[src/rtl/wdm_pkg.sv]
package wdm_pkg;
  function automatic int unsigned timeout_cycles(int unsigned sys_hz,
                                                 int unsigned ref_hz,
                                                 int unsigned periods);
    return (sys_hz / ref_hz) * periods;
  endfunction
endpackage

[src/rtl/wdm_sync.sv]
module wdm_sync #(
  parameter int unsigned STAGES = 2
) (
  input  logic clk_i,
  input  logic rst_ni,
  input  logic d_i,
  output logic q_o
);
  logic [STAGES-1:0] chain;

  for (genvar g = 0; g < STAGES; g++) begin : g_stage
    if (g == 0) begin : g_first
      always_ff @(posedge clk_i or negedge rst_ni)
        if (!rst_ni) chain[g] <= 1'b0;
        else         chain[g] <= d_i;
    end else begin : g_next
      always_ff @(posedge clk_i or negedge rst_ni)
        if (!rst_ni) chain[g] <= 1'b0;
        else         chain[g] <= chain[g-1];
    end
  end

  assign q_o = chain[STAGES-1];
endmodule

[src/rtl/wdm_edge.sv]
module wdm_edge (
  input  logic clk_i,
  input  logic rst_ni,
  input  logic level_i,
  output logic rise_o,
  output logic fall_o
);
  logic prev_q;

  always_ff @(posedge clk_i or negedge rst_ni)
    if (!rst_ni) prev_q <= 1'b0;
    else         prev_q <= level_i;

  assign rise_o = level_i & ~prev_q;
  assign fall_o = ~level_i & prev_q;
endmodule

[src/rtl/wdm_timeout.sv]
module wdm_timeout #(
  parameter int unsigned TIMEOUT_CYC = 64
) (
  input  logic clk_i,
  input  logic rst_ni,
  input  logic restart_i,
  output logic expired_o
);
  localparam int unsigned CW = $clog2(TIMEOUT_CYC + 1);
  localparam logic [CW-1:0] LIMIT = CW'(TIMEOUT_CYC);

  logic [CW-1:0] cnt_q;

  // saturates at LIMIT so expiry persists until an edge arrives
  always_ff @(posedge clk_i or negedge rst_ni)
    if (!rst_ni)              cnt_q <= '0;
    else if (restart_i)       cnt_q <= '0;
    else if (cnt_q != LIMIT)  cnt_q <= cnt_q + 1'b1;

  assign expired_o = (cnt_q == LIMIT);
endmodule

[src/rtl/wdt_clk_monitor.sv]
module wdt_clk_monitor #(
  parameter int unsigned SYS_CLK_HZ      = 200_000_000,
  parameter int unsigned REF_CLK_HZ      = 32_768,
  parameter int unsigned TIMEOUT_PERIODS = 4,
  parameter int unsigned TIMEOUT_CYC     =
      wdm_pkg::timeout_cycles(SYS_CLK_HZ, REF_CLK_HZ, TIMEOUT_PERIODS),
  parameter int unsigned SYNC_STAGES     = 2
) (
  input  logic clk_i,
  input  logic rst_ni,
  input  logic wd_clk_i,
  input  logic wd_dis_i,
  input  logic wd_clr_i,
  output logic wd_fault_o,
  output logic tmr_clk_valid_o
);
  logic wd_sync;
  logic wd_rise;
  logic wd_fall_unused;
  logic clr_rise_unused;
  logic clr_pulse;
  logic expired;
  logic fault_q;

  wdm_sync #(.STAGES(SYNC_STAGES)) u_sync (
    .clk_i (clk_i),
    .rst_ni(rst_ni),
    .d_i   (wd_clk_i),
    .q_o   (wd_sync)
  );

  wdm_edge u_ref_edge (
    .clk_i  (clk_i),
    .rst_ni (rst_ni),
    .level_i(wd_sync),
    .rise_o (wd_rise),
    .fall_o (wd_fall_unused)
  );

  // clear control is register-domain; its return to 0 ends the sequence
  wdm_edge u_clr_edge (
    .clk_i  (clk_i),
    .rst_ni (rst_ni),
    .level_i(wd_clr_i),
    .rise_o (clr_rise_unused),
    .fall_o (clr_pulse)
  );

  // a clear also restarts the window so a dead clock re-faults after one timeout
  wdm_timeout #(.TIMEOUT_CYC(TIMEOUT_CYC)) u_timeout (
    .clk_i    (clk_i),
    .rst_ni   (rst_ni),
    .restart_i(wd_rise | clr_pulse),
    .expired_o(expired)
  );

  always_ff @(posedge clk_i or negedge rst_ni)
    if (!rst_ni)                    fault_q <= 1'b0;
    else if (clr_pulse)             fault_q <= 1'b0;
    else if (expired && !wd_dis_i)  fault_q <= 1'b1;

  assign wd_fault_o      = fault_q;
  assign tmr_clk_valid_o = ~expired;
endmodule

[config.mk]
export PLATFORM = sky130hd
export DESIGN_NAME = wdt_clk_monitor
export DESIGN_NICKNAME = d
export VERILOG_FILES = /design/src/rtl/wdm_pkg.sv /design/src/rtl/wdm_sync.sv /design/src/rtl/wdm_edge.sv /design/src/rtl/wdm_timeout.sv /design/src/rtl/wdt_clk_monitor.sv
export SDC_FILE = /design/constraint.sdc
export NUM_CORES = 1
export LEC_CHECK = 0
export CORE_MARGIN = 2
export CORE_UTILIZATION = 50
export CTS_CLUSTER_DIAMETER = 120
export DETAILED_ROUTE_END_ITERATION = 10
export PLACE_DENSITY = 0.72
export SLEW_MARGIN = 5
export SYNTH_ARGS = -nofsm -noshare
export SYNTH_HDL_FRONTEND = slang
export SYNTH_SLANG_ARGS = --single-unit
[constraint.sdc]
create_clock -name clk_i -period 1.6 [get_ports clk_i]
set_input_delay 0.4 -clock clk_i [delete_from_list [all_inputs] [get_ports clk_i]]
set_output_delay 0.4 -clock clk_i [all_outputs]
set_load 0.01 [all_outputs]
==> metrics, run 1 <==
failing checks=negative setup slack; global-route wire length before repair=3.32 mm; worst rel slew slack=77.8%; TNS Setup=-247 ps; CP startpoint kind=register; Worst EP arrival=1450 ps; Mapped Area=950 sq um; Total Power=1.08 mW; Worst-Margin Slew=329 ps; Final Setup Violations=1; synthesized-area fraction occupied by and/or/nand/nor cells=24.8%; kind of critical path=reg2out; Final GP Congestion=0.842; GRT overflow=0; final-report hold violation count=0; layout cells sized above 1=33.9%; # clock sinks=20; Max Cap Viol=0; Syn. warnings=0; Layout Skew=1.90 ps; Crit-path slowest cell=dfrtp_1; syn avg cell area=10.3 sq um; Rows=15; Yosys top cell area share=52.7%; Critical Path Fanout Max=2; Final min period=1850 ps; outcome=complete, but fails checks; DRT iter0 DRCs=11; CTS tree=done; clock insertion delay at the later pin of the skew report=300 ps; worst-path cell chain=inv_2 > ha_4 > and4b_4 > nand4_1 > buf_2; compound-cell area share of the yosys netlist=6.59%; slack of the critical path=-247 ps; post-synthesis xor/xnor area fraction=8.30%; Die ar.=0.00226 sq mm; initial antenna violation count=0; max-slew violations=0; Cells after Synth=92; CTS Buf Count=3; Worst-path clk slew=110 ps; CP peak stage delay=410 ps; diodes inserted=0; Post-DRT Antenna Nets=0; CP top delay family=flip-flops; P&R area growth vs syn=35.8%; Post-synth EDFFs=0; RSZ-0062 raised after global routing=true; io pins=7; vias in the first global route=790; Post-Route WL=2.01 mm; mean routed wirelength per cell=13.5 um; setup slack, reg-to-reg=70 ps; Vias=777; post-synthesis mux area share=1.05%; HP Class=reg2reg; adder-cell share of the synthesized area=2.64%; number of H-tree levels=1; Vias/cell=5.21; synth top area cells=dfrtp_1, nor2_1, xnor2_1, xor2_1, and3_1; Clock Path Buffers=2; P per Cell Area=834 mW/mm^2; Die Y=47.6 um; WP data required=1200 ps; hpwl dp=1.45 mm; Syn Nets=99; Initial Utilization=53.8%; post-synth cell types=27; Final nets=132; P_leak=0.607 nW; pre-CTS setup slack=-218 ps; VDD IR max=0.743 mV; Final period util=115%; Die W=47.6 um; top_reg_cell synth=dfrtp_1; post-synthesis sequential area ratio=52.7%; asr flop ratio synth=100%; Bufs and invs on worst path=2; Total GRT Usage=21.4%; Util after Layout=73.1%; largest family of logic cells by synthesized area=simple AND/OR/NAND/NOR gates; DR DRC count=0; FMAX=541 MHz; drt first pass iters=4; Setup crit end kind=output pin; root buffer cell=clkbuf_4; port bufs=6; largest net degree at the start of global routing=21; hold bufs inserted after CTS=0; Yosys reg bits=20; Synth area leader=dfrtp_1; CORE AREA=0.00176 sq mm
## flip-flops by register name, indices dropped and copies added (netlist names)
register	flops
u_clr_edge.prev_q	1
u_ref_edge.prev_q	1
u_sync.chain	1
u_sync.q_o	1
u_timeout.cnt_q	15
wd_fault_o	1
## final timing paths
path,startpoint,to,depth (start not counted)
min in group asynchronous,rst_ni,u_timeout.cnt_q[3]$_DFFE_PN0P_,2
worst max-delay path,u_timeout.cnt_q[0]$_DFFE_PN0P_,tmr_clk_valid_o,5
max in group asynchronous,rst_ni,u_timeout.cnt_q[2]$_DFFE_PN0P_,2
worst min-delay path,u_sync.chain[0]$_DFF_PN0_,u_sync.q_o$_DFF_PN0_,0
worst max register to register,u_timeout.cnt_q[0]$_DFFE_PN0P_,u_timeout.cnt_q[3]$_DFFE_PN0P_,6
worst min register to register,u_sync.chain[0]$_DFF_PN0_,u_sync.q_o$_DFF_PN0_,0
## synth_stat cells (3+ instances only)
master / count
inv_1: 5
nor2_1: 13
nand2_1: 4
dfrtp_1: 20
xor2_1: 4
a21oi_1: 3
and3_1: 4
nand4_1: 4
nand3_1: 4
nor3_1: 3
xnor2_1: 5
## layout make-up
| cell class | instances | area (sq um) |
|---|---|---|
| fillers | 140 | 474 |
| flip-flops and latches | 20 | 500 |
| clock buffers | 3 | 22.5 |
| multi-input cells | 64 | 445 |
| well taps | 25 | 31.3 |
| inverters | 5 | 18.8 |
| clock inverters | 1 | 30.0 |
| repair buffers | 31 | 241 |
## per-layer routing
layer | part of all wire [%] | global-route usage (%) | vias to the layer above
met3 | 2.2 | 3.77 | 2
met2 | 52 | 38.6 | 12
met1 | 45 | 24.5 | 378
li1 | - | - | 385
met4 | 0.79 | 9.73 | 0
met5 | 0 | 0 | -
## logic make-up after synthesis
family,after synthesis
fa+ha+maj,2
flops,20
compound gates,10
simple gates,42
xor+xnor,9
mux,1
buf+inv,8
## metrics by stage
step           hold WS (ps)  instance area (sq um)  cells
2_1_floorplan           104                    950     92
3_3_place_gp            333                   1200    144
3_5_place_dp            354                   1200    144
4_1_cts                 382                   1310    151
5_1_grt                 389                   1290    149
6_report                377                   1290    149
## worst register-to-register path, cell delays in order (launching register included)
cell and delay [ps]:
dfrtp_1 390, inv_2 60, ha_4 150, and4b_4 190, and4_4 200, or3_1 370
a21oi_2 120
## layout by cell type, fill, tap and decap left out, types with 3 or more instances in the layout
master,Yosys,layout
nand2_1,4,4
nand4_1,4,4
xor2_1,4,4
and4_4,2,3
nor2_1,13,13
and3_1,4,3
clkbuf_4,0,3
dfrtp_1,20,20
xnor2_1,5,5
inv_1,5,3
buf_4,0,25
nand3_1,4,4
clkdlybuf4s50_1,0,4
## where the power goes
group | internal [mW] | total (mW) | switching [mW]
Sequential | 0.523 | 0.532 | 0.00993
Clock | 0.253 | 0.407 | 0.154
Combinational | 0.0658 | 0.136 | 0.0698
Total | 0.841 | 1.08 | 0.234
## what timing repair did
action / 4_1_cts / 5_1_grt
resized for setup: 13 / 3
endpoints found under the hold margin: 0 / 0
setup buffers: 3 / 1
pin swaps: 4 / 1
setup endpoints to repair: 2 / 8
(Power assumes the default switching activity.)
==> inputs of run 2 (changes only) <==
--- a/config.mk
+++ b/config.mk
@@ -9,7 +9,7 @@
 export CORE_UTILIZATION = 50
 export CTS_CLUSTER_DIAMETER = 120
 export DETAILED_ROUTE_END_ITERATION = 10
-export PLACE_DENSITY = 0.72
+export PLACE_DENSITY = 0.81
 export SLEW_MARGIN = 5
 export SYNTH_ARGS = -nofsm -noshare
 export SYNTH_HDL_FRONTEND = slang
==> run 2 against run 1 <==
Compared with the run above: the run still ends with negative setup slack left; wire length fell by 2.5%; clock skew is 7.6 ps higher; core utilization decreased by 3.0 points; clock power decreased by 43%; first-iteration DRC count rose by 9.1%; sequential share of layout area rose by 1.6 points; critical path type unchanged; total power down 17%; via count decreased by 0.90%; design area is 4.1% lower; sequential power about the same; worst setup slack gained 39 ps; critical endpoint unchanged.
==> metrics, run 2 (synthesis results as in run 1) <==
Comb power frac=14.3% (+1.7 points); number of H-tree levels=1 (unchanged); DRT iter0 DRCs=12 (+1); P per Cell Area=720 mW/mm^2 (-14%); CP peak stage delay=410 ps (about the same); DR DRC count=0 (unchanged); Bufs and invs on worst path=2 (unchanged); HP Class=reg2reg; Final nets=129 (-2.3%); net switching power=0.222 mW (-5.1%); CTS Buf Count=3 (unchanged); design area=0.00124 sq mm (-4.1%); Die ar.=0.00226 sq mm (unchanged); P&R area growth vs syn=30.3%; Internal Pwr Total=0.669 mW (-20%); worst-path cell chain=inv_2 > ha_4 > and4b_4 > nand4_1 > buf_2; Final min period=1810 ps (-39.4 ps); Post-DRT Antenna Nets=0 (unchanged); final-report hold violation count=0 (unchanged); root buffer cell=clkbuf_4; Vias/cell=5.31 (+1.8%); initial antenna violation count=0 (unchanged); outcome=complete, but fails checks; Final Setup Violations=1 (unchanged); slack of the critical path=-208 ps (+39.4 ps); # fillers=136 (-2.9%); diodes inserted=0 (unchanged); Vias=770 (-0.90%); max-slew violations=0 (unchanged); DP Area=0.00119 sq mm (-1.2%); most frequent cells in the layout=buf_4, dfrtp_1, nor2_1; Cell Count Post-Placement=142 (-1.4%); Die Y=47.6 um (unchanged); io pins=7 (unchanged); Final GP Congestion=0.859 (+2.0%); kind of critical path=reg2out; # clock sinks=20 (unchanged); P_leak=0.587 nW (-3.3%); Max Cap Viol=0 (unchanged); CP startpoint kind=register; largest net degree at the start of global routing=21 (unchanged); Post-Route WL=1.96 mm (-2.5%); Initial Utilization=53.8% (unchanged); Die W=47.6 um (unchanged); Layout Skew=9.53 ps (+7.63 ps); Crit-path slowest cell=dfrtp_1; VDD IR max=0.511 mV (-31%); Clock Path Buffers=2 (unchanged); Rows=15 (unchanged); FMAX=553 MHz (+2.2%); Final period util=113% (-2.5 points); port bufs=6 (unchanged); drt first pass iters=4 (unchanged); Cell Count, Final, Fillers Out=145 (-2.7%); CTS tree=done; Min Hold Slack=362 ps (-14.7 ps); Clk pwr share=25.9% (-12 points); global-route wire length before repair=3.13 mm (-5.6%); Worst-path clk slew=110 ps (about the same); Worst-Margin Slew=289 ps (-40.7 ps); pre-CTS setup slack=-218 ps (+0.0880 ps); Worst EP arrival=1410 ps (-40 ps); largest register by flop count=u_timeout.cnt_q; CP top delay family=flip-flops; layout cells sized above 1=30.8% (-3.0 points); hpwl dp=1.39 mm (-3.9%); worst rel slew slack=80.6% (+2.7 points); Critical Path Fanout Max=2 (unchanged); failing checks=negative setup slack; clock insertion delay at the later pin of the skew report=300 ps (about the same); vias in the first global route=763 (-3.4%); Setup crit end kind=output pin; Sequential Power Share=59.7% (+10 points); Switching Fraction=24.9% (+3.2 points); RSZ-0062 raised after global routing=true; Total GRT Usage=20.9% (-0.50 points); commonest non-fill, non-tap cell in the layout=buf_4; GRT overflow=0 (unchanged); WP data required=1200 ps (about the same); CORE AREA=0.00176 sq mm (unchanged); mean routed wirelength per cell=13.5 um (+0.21%); max reg flops=15 (unchanged)
-- run 2: cell type report --
type	count	area [sq um]	share of cell area (%)
timing repair buffer	28	223	18.0
tap	25	31.3	2.53
clock buffer	3	22.5	1.82
inverter	5	18.8	1.52
sequential	20	500	40.4
multi-input combinational	64	442	35.7
-- run 2: path summary, 6_finish.rpt --
kind | startpoint | to | slack, ps | cells after the start
worst min-delay path | u_sync.chain[0]$_DFF_PN0_ | u_sync.q_o$_DFF_PN0_ | 360 | 0
max in group asynchronous | rst_ni | u_timeout.cnt_q[14]$_DFFE_PN0P_ | 960 | 2
worst max register to register | u_timeout.cnt_q[1]$_DFFE_PN0P_ | u_timeout.cnt_q[3]$_DFFE_PN0P_ | 80 | 6
worst max-delay path | u_timeout.cnt_q[1]$_DFFE_PN0P_ | tmr_clk_valid_o | -210 | 5
worst min register to register | u_sync.chain[0]$_DFF_PN0_ | u_sync.q_o$_DFF_PN0_ | 360 | 0
min in group asynchronous | rst_ni | u_timeout.cnt_q[4]$_DFFE_PN0P_ | 430 | 2
-- run 2: what timing repair did --
action	4_1_cts	5_1_grt
pin swaps	2	2
setup buffers	1	0
setup endpoints to repair	1	7
hold buffers	0	0
resized for setup	4	9
gates cloned	0	0
-- run 2: power by group through the flow --
stage	sequential (mW)	clock [mW]	combinational, mW
floorplan	0.548	0	0.0411
global placement	0.539	0	0.107
detailed placement	0.542	0	0.114
CTS	0.532	0.239	0.115
global route	0.534	0.253	0.142
finish	0.533	0.231	0.128
-- run 2: per-stage QoR --
stage | util [%] | TNS, ps | total power, mW
2_1_floorplan | - | 0 | 0.589
3_3_place_gp | 67.3 | -178 | 0.646
3_5_place_dp | 67.3 | -273 | 0.656
4_1_cts | 68.7 | -207 | 0.885
5_1_grt | 70.1 | -265 | 0.929
6_report | 70.1 | -208 | 0.892
-- run 2: per-layer routing --
layer / vias to the layer above / part of all wire [%] / track usage [%] / wire (um)
met5: - / 0 / 0 / 0
met4: 0 / 2.2 / 11.4 / 43
met3: 5 / 2.8 / 4.53 / 55
met2: 13 / 48 / 36.5 / 944
met1: 372 / 47 / 23.7 / 920
li1: 380 / - / - / -
-- run 2: worst reg2reg max path: stages (launching register included) --
cell,delay [ps]
dfrtp_1,390
inv_2,60
ha_4,150
and4b_4,190
and4_4,190
or3_1,340
a21oi_1,130
